**src/rtl/cmos_rtc_pkg.sv**
```systemverilog
package cmos_rtc_pkg;

    typedef struct packed {
        logic [7:0] sec;
        logic [7:0] mins;
        logic [7:0] hour;
        logic [7:0] wday;
        logic [7:0] mday;
        logic [7:0] mon;
        logic [7:0] year;
        logic [7:0] cent;
    } rtc_time_t;

    typedef enum logic [2:0] {
        CAL_IDLE,
        CAL_MIN,
        CAL_HOUR,
        CAL_DAY,
        CAL_MON,
        CAL_YEAR,
        CAL_CENT
    } cal_state_e;

    // Slots where the software-visible clock fields live (decoded by readers)
    localparam logic [6:0] IX_SEC    = 7'h00;
    localparam logic [6:0] IX_MIN    = 7'h02;
    localparam logic [6:0] IX_HOUR   = 7'h04;
    localparam logic [6:0] IX_WDAY   = 7'h06;
    localparam logic [6:0] IX_MDAY   = 7'h07;
    localparam logic [6:0] IX_MON    = 7'h08;
    localparam logic [6:0] IX_YEAR   = 7'h09;
    localparam logic [6:0] IX_STATUS = 7'h0A;
    localparam logic [6:0] IX_CENT   = 7'h32;

    // Memory-size preload slots
    localparam logic [6:0] IX_EXT_LO  = 7'h34;
    localparam logic [6:0] IX_EXT_HI  = 7'h35;
    localparam logic [6:0] IX_HIGH_B0 = 7'h5B;
    localparam logic [6:0] IX_HIGH_B1 = 7'h5C;
    localparam logic [6:0] IX_HIGH_B2 = 7'h5D;

    localparam rtc_time_t RTC_RESET_TIME = '{
        sec: 8'h00, mins: 8'h00, hour: 8'h00, wday: 8'h01,
        mday: 8'h01, mon: 8'h01, year: 8'h00, cent: 8'h20
    };

    // Packed-BCD increment without range wrap
    function automatic logic [7:0] bcd_inc(input logic [7:0] v);
        logic [7:0] r;
        if (v[3:0] >= 4'd9) begin
            r = {v[7:4] + 4'd1, 4'd0};
        end else begin
            r = {v[7:4], v[3:0] + 4'd1};
        end
        return r;
    endfunction

    // Gregorian leap test on BCD year-in-century and century
    function automatic logic bcd_is_leap(input logic [7:0] yy, input logic [7:0] cc);
        logic [4:0] ysum;
        logic [4:0] csum;
        // value mod 4 == (2*tens + ones) mod 4
        ysum = {yy[7:4], 1'b0} + {1'b0, yy[3:0]};
        csum = {cc[7:4], 1'b0} + {1'b0, cc[3:0]};
        if (yy != 8'h00) begin
            return (ysum[1:0] == 2'd0);
        end
        return (csum[1:0] == 2'd0);
    endfunction

    function automatic logic [7:0] bcd_month_days(input logic [7:0] mon,
                                                  input logic [7:0] yy,
                                                  input logic [7:0] cc);
        logic [7:0] d;
        unique case (mon)
            8'h02:                      d = bcd_is_leap(yy, cc) ? 8'h29 : 8'h28;
            8'h04, 8'h06, 8'h09, 8'h11: d = 8'h30;
            default:                    d = 8'h31;
        endcase
        return d;
    endfunction

endpackage

```
**src/rtl/rtc_prescaler.sv**
```systemverilog
module rtc_prescaler #(
    parameter int PRESC_W   = 15,
    parameter int UIP_TICKS = 8
) (
    input  logic clk,
    input  logic rst_n,
    input  logic tick_i,
    input  logic clear_i,
    output logic wrap_o,
    output logic uip_o
);
    localparam logic [PRESC_W-1:0] CNT_MAX   = {PRESC_W{1'b1}};
    localparam logic [PRESC_W-1:0] UIP_START = CNT_MAX - PRESC_W'(UIP_TICKS - 1);

    logic [PRESC_W-1:0] cnt_q;

    always_ff @(posedge clk or negedge rst_n) begin
        if (!rst_n) begin
            cnt_q <= '0;
        end else if (clear_i) begin
            cnt_q <= '0;
        end else if (tick_i) begin
            cnt_q <= cnt_q + 1'b1;
        end
    end

    assign wrap_o = tick_i && !clear_i && (cnt_q == CNT_MAX);
    assign uip_o  = (cnt_q >= UIP_START);


    uip_fall_chk: assert property (@(posedge clk) disable iff (!rst_n)
        $fell(uip_o) |-> (cnt_q == '0));


    wrap_restart_chk: assert property (@(posedge clk) disable iff (!rst_n)
        wrap_o |=> (cnt_q == '0) && !uip_o);


    idle_hold_chk: assert property (@(posedge clk) disable iff (!rst_n)
        (!tick_i && !clear_i) |=> $stable(cnt_q));

endmodule

```
**src/rtl/rtc_calendar.sv**
```systemverilog
module rtc_calendar
    import cmos_rtc_pkg::*;
(
    input  logic      clk,
    input  logic      rst_n,
    input  logic      sec_pulse_i,
    input  logic      load_i,
    input  rtc_time_t load_time_i,
    output rtc_time_t time_o
);
    cal_state_e st_q, st_d;
    rtc_time_t  tm_q, tm_d;
    logic [7:0] month_len;

    assign month_len = bcd_month_days(tm_q.mon, tm_q.year, tm_q.cent);

    // State register
    always_ff @(posedge clk or negedge rst_n) begin
        if (!rst_n) begin
            st_q <= CAL_IDLE;
            tm_q <= RTC_RESET_TIME;
        end else begin
            st_q <= st_d;
            tm_q <= tm_d;
        end
    end

    // Next state and field updates
    always_comb begin
        st_d = st_q;
        tm_d = tm_q;
        if (load_i) begin
            tm_d = load_time_i;
            st_d = CAL_IDLE;
        end else begin
            unique case (st_q)
                CAL_IDLE: begin
                    if (sec_pulse_i) begin
                        if (tm_q.sec >= 8'h59) begin
                            tm_d.sec = 8'h00;
                            st_d     = CAL_MIN;
                        end else begin
                            tm_d.sec = bcd_inc(tm_q.sec);
                        end
                    end
                end
                CAL_MIN: begin
                    if (tm_q.mins >= 8'h59) begin
                        tm_d.mins = 8'h00;
                        st_d      = CAL_HOUR;
                    end else begin
                        tm_d.mins = bcd_inc(tm_q.mins);
                        st_d      = CAL_IDLE;
                    end
                end
                CAL_HOUR: begin
                    if (tm_q.hour >= 8'h23) begin
                        tm_d.hour = 8'h00;
                        st_d      = CAL_DAY;
                    end else begin
                        tm_d.hour = bcd_inc(tm_q.hour);
                        st_d      = CAL_IDLE;
                    end
                end
                CAL_DAY: begin
                    tm_d.wday = (tm_q.wday >= 8'h07) ? 8'h01 : bcd_inc(tm_q.wday);
                    if (tm_q.mday >= month_len) begin
                        tm_d.mday = 8'h01;
                        st_d      = CAL_MON;
                    end else begin
                        tm_d.mday = bcd_inc(tm_q.mday);
                        st_d      = CAL_IDLE;
                    end
                end
                CAL_MON: begin
                    if (tm_q.mon >= 8'h12) begin
                        tm_d.mon = 8'h01;
                        st_d     = CAL_YEAR;
                    end else begin
                        tm_d.mon = bcd_inc(tm_q.mon);
                        st_d     = CAL_IDLE;
                    end
                end
                CAL_YEAR: begin
                    if (tm_q.year >= 8'h99) begin
                        tm_d.year = 8'h00;
                        st_d      = CAL_CENT;
                    end else begin
                        tm_d.year = bcd_inc(tm_q.year);
                        st_d      = CAL_IDLE;
                    end
                end
                CAL_CENT: begin
                    tm_d.cent = (tm_q.cent >= 8'h99) ? 8'h00 : bcd_inc(tm_q.cent);
                    st_d      = CAL_IDLE;
                end
                default: st_d = CAL_IDLE;
            endcase
        end
    end

    assign time_o = tm_q;


    load_apply_chk: assert property (@(posedge clk) disable iff (!rst_n)
        load_i |=> (time_o == $past(load_time_i)) && (st_q == CAL_IDLE));


    sec_step_chk: assert property (@(posedge clk) disable iff (!rst_n)
        (sec_pulse_i && !load_i && st_q == CAL_IDLE) |=> (time_o.sec != $past(time_o.sec)));


    no_pulse_hold_chk: assert property (@(posedge clk) disable iff (!rst_n)
        (!sec_pulse_i && !load_i && st_q == CAL_IDLE) |=> $stable(time_o));


    carry_min_chk: assert property (@(posedge clk) disable iff (!rst_n)
        (st_q == CAL_MIN && !load_i) |=> $stable(time_o.sec) && (time_o.mins != $past(time_o.mins)));

endmodule

```
**src/rtl/rtc_nvram.sv**
```systemverilog
module rtc_nvram
    import cmos_rtc_pkg::*;
#(
    parameter int          AW        = 7,
    parameter logic [15:0] EXT_UNITS = 16'h0000,
    parameter logic [23:0] HIGH_UNITS = 24'h000000
) (
    input  logic          clk,
    input  logic          rst_n,
    input  logic          we_i,
    input  logic [AW-1:0] addr_i,
    input  logic [7:0]    wdata_i,
    output logic [7:0]    rdata_o
);
    localparam int DEPTH = 1 << AW;

    logic [7:0] mem [DEPTH];

    function automatic logic [7:0] preload_byte(input int unsigned a);
        logic [7:0] b;
        b = 8'h00;
        if (a == 32'(IX_EXT_LO))  b = EXT_UNITS[7:0];
        if (a == 32'(IX_EXT_HI))  b = EXT_UNITS[15:8];
        if (a == 32'(IX_HIGH_B0)) b = HIGH_UNITS[7:0];
        if (a == 32'(IX_HIGH_B1)) b = HIGH_UNITS[15:8];
        if (a == 32'(IX_HIGH_B2)) b = HIGH_UNITS[23:16];
        return b;
    endfunction

    always_ff @(posedge clk or negedge rst_n) begin
        if (!rst_n) begin
            for (int i = 0; i < DEPTH; i++) begin
                mem[i] <= preload_byte(i);
            end
        end else if (we_i) begin
            mem[addr_i] <= wdata_i;
        end
    end

    assign rdata_o = mem[addr_i];


    ram_store_chk: assert property (@(posedge clk) disable iff (!rst_n)
        we_i |=> (mem[$past(addr_i)] == $past(wdata_i)));


    ram_hold_chk: assert property (@(posedge clk) disable iff (!rst_n)
        !we_i |=> (mem[$past(addr_i)] == $past(rdata_o)));

endmodule

```
**src/rtl/cmos_rtc_port.sv**
```systemverilog
module cmos_rtc_port
    import cmos_rtc_pkg::*;
#(
    parameter logic [63:0] MEM_LOW_BYTES  = 64'h0000_0000_8000_0000,
    parameter logic [63:0] MEM_HIGH_BYTES = 64'h0000_0000_0000_0000,
    parameter int          PRESC_W        = 15,
    parameter int          UIP_TICKS      = 8
) (
    input  logic       clk,
    input  logic       rst_n,
    input  logic       tick,
    input  logic       acc_valid,
    input  logic       acc_write,
    input  logic       acc_addr,
    input  logic [3:0] acc_len,
    input  logic [7:0] acc_wdata,
    output logic [7:0] rd_data,
    input  logic       ld_stb,
    input  logic [7:0] ld_sec,
    input  logic [7:0] ld_min,
    input  logic [7:0] ld_hour,
    input  logic [7:0] ld_wday,
    input  logic [7:0] ld_mday,
    input  logic [7:0] ld_mon,
    input  logic [7:0] ld_year,
    input  logic [7:0] ld_cent
);
    localparam int          IDX_W      = 7;
    localparam logic [63:0] LOW_FLOOR  = 64'h0000_0000_0100_0000;
    localparam logic [63:0] LOW_EXCESS = (MEM_LOW_BYTES > LOW_FLOOR) ? (MEM_LOW_BYTES - LOW_FLOOR) : 64'd0;
    localparam logic [63:0] LOW_UNITS  = LOW_EXCESS >> 16;
    localparam logic [63:0] HIGH_UNITS_FULL = MEM_HIGH_BYTES >> 16;
    localparam logic [15:0] EXT_UNITS  = (LOW_UNITS > 64'h0000_FFFF) ? 16'hFFFF : LOW_UNITS[15:0];
    localparam logic [23:0] HIGH_UNITS = (HIGH_UNITS_FULL > 64'h00FF_FFFF) ? 24'hFF_FFFF : HIGH_UNITS_FULL[23:0];

    logic [IDX_W-1:0] idx_q;
    logic             acc_ok;
    logic             ram_we;
    logic [7:0]       ram_rd;
    logic [7:0]       data_byte;
    logic             sec_pulse;
    logic             uip;
    rtc_time_t        load_time;
    rtc_time_t        now;

    assign acc_ok = acc_valid && (acc_len == 4'd1);
    assign ram_we = acc_ok && acc_write && acc_addr;

    assign load_time = '{sec: ld_sec, mins: ld_min, hour: ld_hour, wday: ld_wday,
                         mday: ld_mday, mon: ld_mon, year: ld_year, cent: ld_cent};

    rtc_prescaler #(
        .PRESC_W   (PRESC_W),
        .UIP_TICKS (UIP_TICKS)
    ) u_presc (
        .clk     (clk),
        .rst_n   (rst_n),
        .tick_i  (tick),
        .clear_i (ld_stb),
        .wrap_o  (sec_pulse),
        .uip_o   (uip)
    );

    rtc_calendar u_cal (
        .clk         (clk),
        .rst_n       (rst_n),
        .sec_pulse_i (sec_pulse),
        .load_i      (ld_stb),
        .load_time_i (load_time),
        .time_o      (now)
    );

    rtc_nvram #(
        .AW         (IDX_W),
        .EXT_UNITS  (EXT_UNITS),
        .HIGH_UNITS (HIGH_UNITS)
    ) u_ram (
        .clk     (clk),
        .rst_n   (rst_n),
        .we_i    (ram_we),
        .addr_i  (idx_q),
        .wdata_i (acc_wdata),
        .rdata_o (ram_rd)
    );

    always_ff @(posedge clk or negedge rst_n) begin
        if (!rst_n) begin
            idx_q <= '0;
        end else if (acc_ok && acc_write && !acc_addr) begin
            idx_q <= acc_wdata[IDX_W-1:0];
        end
    end

    always_comb begin
        unique case (idx_q)
            IX_SEC:    data_byte = now.sec;
            IX_MIN:    data_byte = now.mins;
            IX_HOUR:   data_byte = now.hour;
            IX_WDAY:   data_byte = now.wday;
            IX_MDAY:   data_byte = now.mday;
            IX_MON:    data_byte = now.mon;
            IX_YEAR:   data_byte = now.year;
            IX_CENT:   data_byte = now.cent;
            IX_STATUS: data_byte = {uip, 2'b01, 5'b00000};
            default:   data_byte = ram_rd;
        endcase
    end

    always_ff @(posedge clk or negedge rst_n) begin
        if (!rst_n) begin
            rd_data <= 8'h00;
        end else if (acc_valid && !acc_write) begin
            if (!acc_ok) begin
                rd_data <= 8'h00;
            end else if (!acc_addr) begin
                rd_data <= {1'b0, idx_q};
            end else begin
                rd_data <= data_byte;
            end
        end
    end


    idx_mask_chk: assert property (@(posedge clk) disable iff (!rst_n)
        (acc_ok && acc_write && !acc_addr) |=> (idx_q == $past(acc_wdata[6:0])));


    wide_idx_chk: assert property (@(posedge clk) disable iff (!rst_n)
        (acc_valid && !acc_ok) |=> $stable(idx_q));


    wide_read_chk: assert property (@(posedge clk) disable iff (!rst_n)
        (acc_valid && !acc_ok && !acc_write) |=> (rd_data == 8'h00));


    status_shape_chk: assert property (@(posedge clk) disable iff (!rst_n)
        (acc_ok && !acc_write && acc_addr && idx_q == IX_STATUS) |=> (rd_data[6:0] == 7'h20));


    data_write_clock_chk: assert property (@(posedge clk) disable iff (!rst_n)
        (ram_we && !ld_stb && !sec_pulse && !tick) |=> $stable(now));

endmodule

```
**config.mk**
```make
export PLATFORM = sky130hd
export DESIGN_NAME = cmos_rtc_port
export DESIGN_NICKNAME = d
export VERILOG_FILES = /design/src/rtl/cmos_rtc_pkg.sv /design/src/rtl/rtc_prescaler.sv /design/src/rtl/rtc_calendar.sv /design/src/rtl/rtc_nvram.sv /design/src/rtl/cmos_rtc_port.sv
export SDC_FILE = /design/constraint.sdc
export NUM_CORES = 2
export LEC_CHECK = 0
export ABC_AREA = 1
export BUFFER_PORTS_ARGS = -buffer_cell sky130_fd_sc_hd__buf_2
export CAP_MARGIN = 5
export CORE_ASPECT_RATIO = 0.6
export CORE_UTILIZATION = 40
export DETAILED_ROUTE_END_ITERATION = 10
export PLACE_DENSITY = 0.54
export SLEW_MARGIN = 20
export SYNTH_ARGS = -nofsm -noshare
export SYNTH_HDL_FRONTEND = slang
export SYNTH_HIERARCHICAL = 1
export SYNTH_SLANG_ARGS = --single-unit
export TNS_END_PERCENT = 10
```
**constraint.sdc**
```tcl
create_clock -name clk -period 2.8 [get_ports clk]
set_input_delay 0.14 -clock clk [delete_from_list [all_inputs] [get_ports clk]]
set_output_delay 0.14 -clock clk [all_outputs]
set_load 0.01 [all_outputs]
```
==> metrics.md <==
| Metric | Value |
|---|---|
| Initial antenna violation count | `6` |
| Relative slew slack | `41.2%` |
| Worst EP required | `3.44 ns` |
| Post-Place Worst Slack | `-0.224 ns` |
| GRT Residual Overflow | `0` |
| First-pass GRT wire length | `308,000 microns` |
| CP Launch Type | `flop` |
| DIE AREA | `141,000 sq um` |
| Top cells by count, synth | `nand2_1 (4,058), dfrtp_1 (1,110), o21ai_0 (977), clkbuf_1 (319), nor2_1 (300)` |
| Via density | `5.21` |
| DRT iter0 DRCs | `5,779` |
| Largest cells by area after synthesis | `dfrtp_1 (50%), nand2_1 (27%), o21ai_0 (8.7%)` |
| Nets | `8,175` |
| FP Rows | `105` |
| Largest net degree at the start of global routing | `78` |
| Reg clk slew, reported paths | `0.06 ns` |
| Total CTS buffers | `111` |
| Area Growth Syn to Fin | `20.5%` |
| Max cap viols | `0` |
| Worst IR Drop VDD | `0.626 mV` |
| Number of enable flip-flop cells after synthesis | `0` |
| Post-synthesis cell type count | `50` |
| Non-filler cells, final | `9,959` |
| FFs w/ async S/R, synth | `100%` |
| Initial core utilization | `40.6%` |
| Syn_nets | `7,874` |
| Number of global-route vias before repair | `48,257` |
| M3 GR Usage | `6.90%` |
| Reg2Reg Depth | `20` |
| GR peak layer | `met1` |
| Failing checks | `setup timing` |
| Lkg Pwr | `34.1 nW` |
| Outcome | `complete, but fails checks` |
| M2 GR Usage | `36.4%` |
| CTS Sinks | `1,121` |
| RSZ-0062 raised after global routing | `true` |
| Min setup slack post-route | `-0.0277 ns` |
| CTS tree | `done` |
| Routed WL per cell | `20.3 microns` |
| Vias | `51,879` |
| Reg2Reg Setup Slack | `-0.03 ns` |
| Gr usage total | `28.4%` |
| CTS root buf | `clkbuf_16` |
| Antenna violation net count after detailed routing | `0` |
| YS warnings | `6` |
| Placed Instances | `9,623` |
| Post-synthesis sequential area ratio | `50.2%` |
| Skew-Pair Late Insertion Delay | `0.75 ns` |
| Worst setup startpoint | `idx_q[0]$_DFFE_PN0P_` |
| Clock Skews | `0.0231 ns` |
| GP Congestion | `0.947` |
| I/O pin total | `91` |
| Mapped Cells | `7,741` |
| DP Wirelength | `133,000 microns` |
| Area leader, netlist | `dfrtp_1` |
| CP max FO | `11` |
| Synthesized flop and latch total | `1,121` |
| Share of the synthesized area in the top cell type | `49.7%` |
| Layout cells sized above 1 | `12.2%` |
| Power Density | `569 nW/um^2` |
| H-tree levels | `3` |
| Primary FF master, synth | `dfrtp_1` |
| Met1 global-route usage | `46.8%` |
| Avg Inst Size Synth | `7.22 sq um` |
| Crit path time final | `2.83 ns` |
| FMAX | `354 MHz` |
| Chip Width | `485 microns` |
| Worst-margin pin slew | `0.882 ns` |
| Cell with the most instances after synthesis | `nand2_1` |
| Final Slew Violations | `0` |
| Setup violators final | `1` |
| Critical R2R Capture | `rd_data[7]$_DFFE_PN0P_` |
| TritonRoute pass-1 iters | `6` |
| Drt total wl | `202,000 microns` |
| Maximum clock path buffer count | `3` |
| Crit path capture type | `flop` |
| Worst hold path class | `in -> async` |
| Y dimension of the die | `292 microns` |
| Synth Cell Area | `55,900 sq um` |
| Buffers on Ports | `90` |
| Crit path kind | `reg -> reg` |
| Reg-to-reg startpoint | `idx_q[0]$_DFFE_PN0P_` |
| Fin crit share | `101%` |
| Core area | `138,000 sq um` |
| DRC viols | `0` |
| Crit path DAT | `3.47 ns` |
| Fin. Hold Viols | `0` |
## sequential cells by signal (all words and copies together), names as in the netlist
register	flops
u_cal/st_q	3
rd_data	8
u_ram/mem	1024
idx_q	7
u_presc/cnt_q	15
u_cal/time_o	64
## routing by layer
metal  vias to the layer above  part of all wire [%]
met5                         -                     0
met1                     24892                    51
met2                      1880                    37
li1                      24894                     -
met3                       213                   9.5
met4                         0                   1.9
## report_power, final
group | switching (mW) | internal [mW] | leakage (nW) | total [mW]
Clock | 6.96 | 9.19 | 1.92 | 16.1
Combinational | 3.72 | 1.72 | 17.0 | 5.44
Sequential | 0.335 | 16.4 | 15.2 | 16.7
Total | 11.0 | 27.3 | 34.1 | 38.3
## critical path, stage by stage, from the launching register on
cell,delay (ns)
dfrtp_4,0.42
buf_12,0.18
clkinv_16,0.12
buf_16,0.19
buf_12,0.16
buf_4,0.15
nand2_1,0.05
nand2_1,0.04
nand2_1,0.06
nand2_1,0.05
nand2_1,0.05
nand2_1,0.13
nand2_1,0.11
nand2_1,0.15
nor2_1,0.14
nor2_1,0.10
nor2_1,0.11
nand2_1,0.10
or2_0,0.24
nand3_1,0.10
nand2_1,0.05
## worst max path at each step
stage	end	slack (ns)	cells past startpoint
3_3_place_gp	rd_data[3]$_DFFE_PN0P_	-0.23	24
6_report	rd_data[7]$_DFFE_PN0P_	-0.03	20
5_1_grt	rd_data[3]$_DFFE_PN0P_	-0.18	24
2_1_floorplan	rd_data[6]$_DFFE_PN0P_	0.44	21
4_1_cts	rd_data[2]$_DFFE_PN0P_	-0.03	25
3_5_place_dp	rd_data[3]$_DFFE_PN0P_	-0.22	24
## cell type report
class | count | area [sq um]
diodes | 2 | 5.00
clock buffers | 167 | 3380
clock inverters | 42 | 522
fillers | 13738 | 70300
inverters | 248 | 990
multi-input cells | 5903 | 25400
flip-flops and latches | 1121 | 28100
well taps | 1819 | 2280
repair buffers | 656 | 6780
repair inverters | 1 | 8.76
## repair_timing
action                                 4_1_cts  5_1_grt
endpoints found under the hold margin      358        7
setup buffers                                4       12
hold buffers                                91        1
resized for setup                           24      134
setup endpoints to repair                    8       18
pin swaps                                    1       21
gates cloned                                 5       12
## cell usage in the layout (no fill, tap or decap), drive strengths merged
| cell | Yosys | layout |
|---|---|---|
| nand3b | 2 | 2 |
| xnor2 | 1 | 1 |
| bufbuf | 0 | 2 |
| a21oi | 123 | 123 |
| and2 | 1 | 1 |
| o21bai | 4 | 4 |
| inv | 247 | 249 |
| nor2 | 333 | 333 |
| a211oi | 1 | 1 |
| nand3 | 168 | 168 |
| nor3b | 2 | 2 |
| xor2 | 13 | 13 |
| nor4 | 7 | 7 |
| bufinv | 0 | 9 |
| o211ai | 14 | 14 |
| buf | 150 | 550 |
| a31oi | 4 | 4 |
| nor3 | 19 | 19 |
| dfstp | 11 | 11 |
| ha | 50 | 50 |
| and3 | 1 | 1 |
| clkinv | 1 | 27 |
| dlygate4sd3 | 0 | 92 |
| o22ai | 2 | 2 |
| o31ai | 4 | 4 |
| clkinvlp | 0 | 6 |
| or2 | 13 | 13 |
| a41oi | 1 | 1 |
| nand2 | 4076 | 4076 |
| clkbuf | 319 | 179 |
| o21ai | 1048 | 1048 |
| nand4 | 16 | 16 |
| dfrtp | 1110 | 1110 |
| diode | 0 | 2 |
## stage by stage
| step | power [mW] | hold WS, ns | TNS, ns | utilization, % | instance area (sq um) |
|---|---|---|---|---|---|
| 5_1_grt | 39.7 | 0.0609 | -1.44 | 48.9 | 67400 |
| 3_5_place_dp | 21.8 | 0.247 | -0.751 | 44.6 | 61400 |
| 2_1_floorplan | 19.2 | -0.156 | 0 | - | 55900 |
| 6_report | 38.3 | 0.0649 | -0.0277 | 48.9 | 67400 |
| 3_3_place_gp | 21.8 | 0.242 | -0.976 | 44.6 | 61400 |
| 4_1_cts | 38.2 | -0.241 | -0.0610 | 48.3 | 66500 |
## cell families after synthesis
| family | after synthesis | share of synthesized area (%) |
|---|---|---|
| flops | 1121 | 50.2 |
| simple gates | 4638 | 32.4 |
| compound gates | 1201 | 10.9 |
| buf+inv | 717 | 5.15 |
| xor+xnor | 14 | 0.219 |
| fa+ha+maj | 50 | 1.12 |
(Power assumes the default switching activity.)
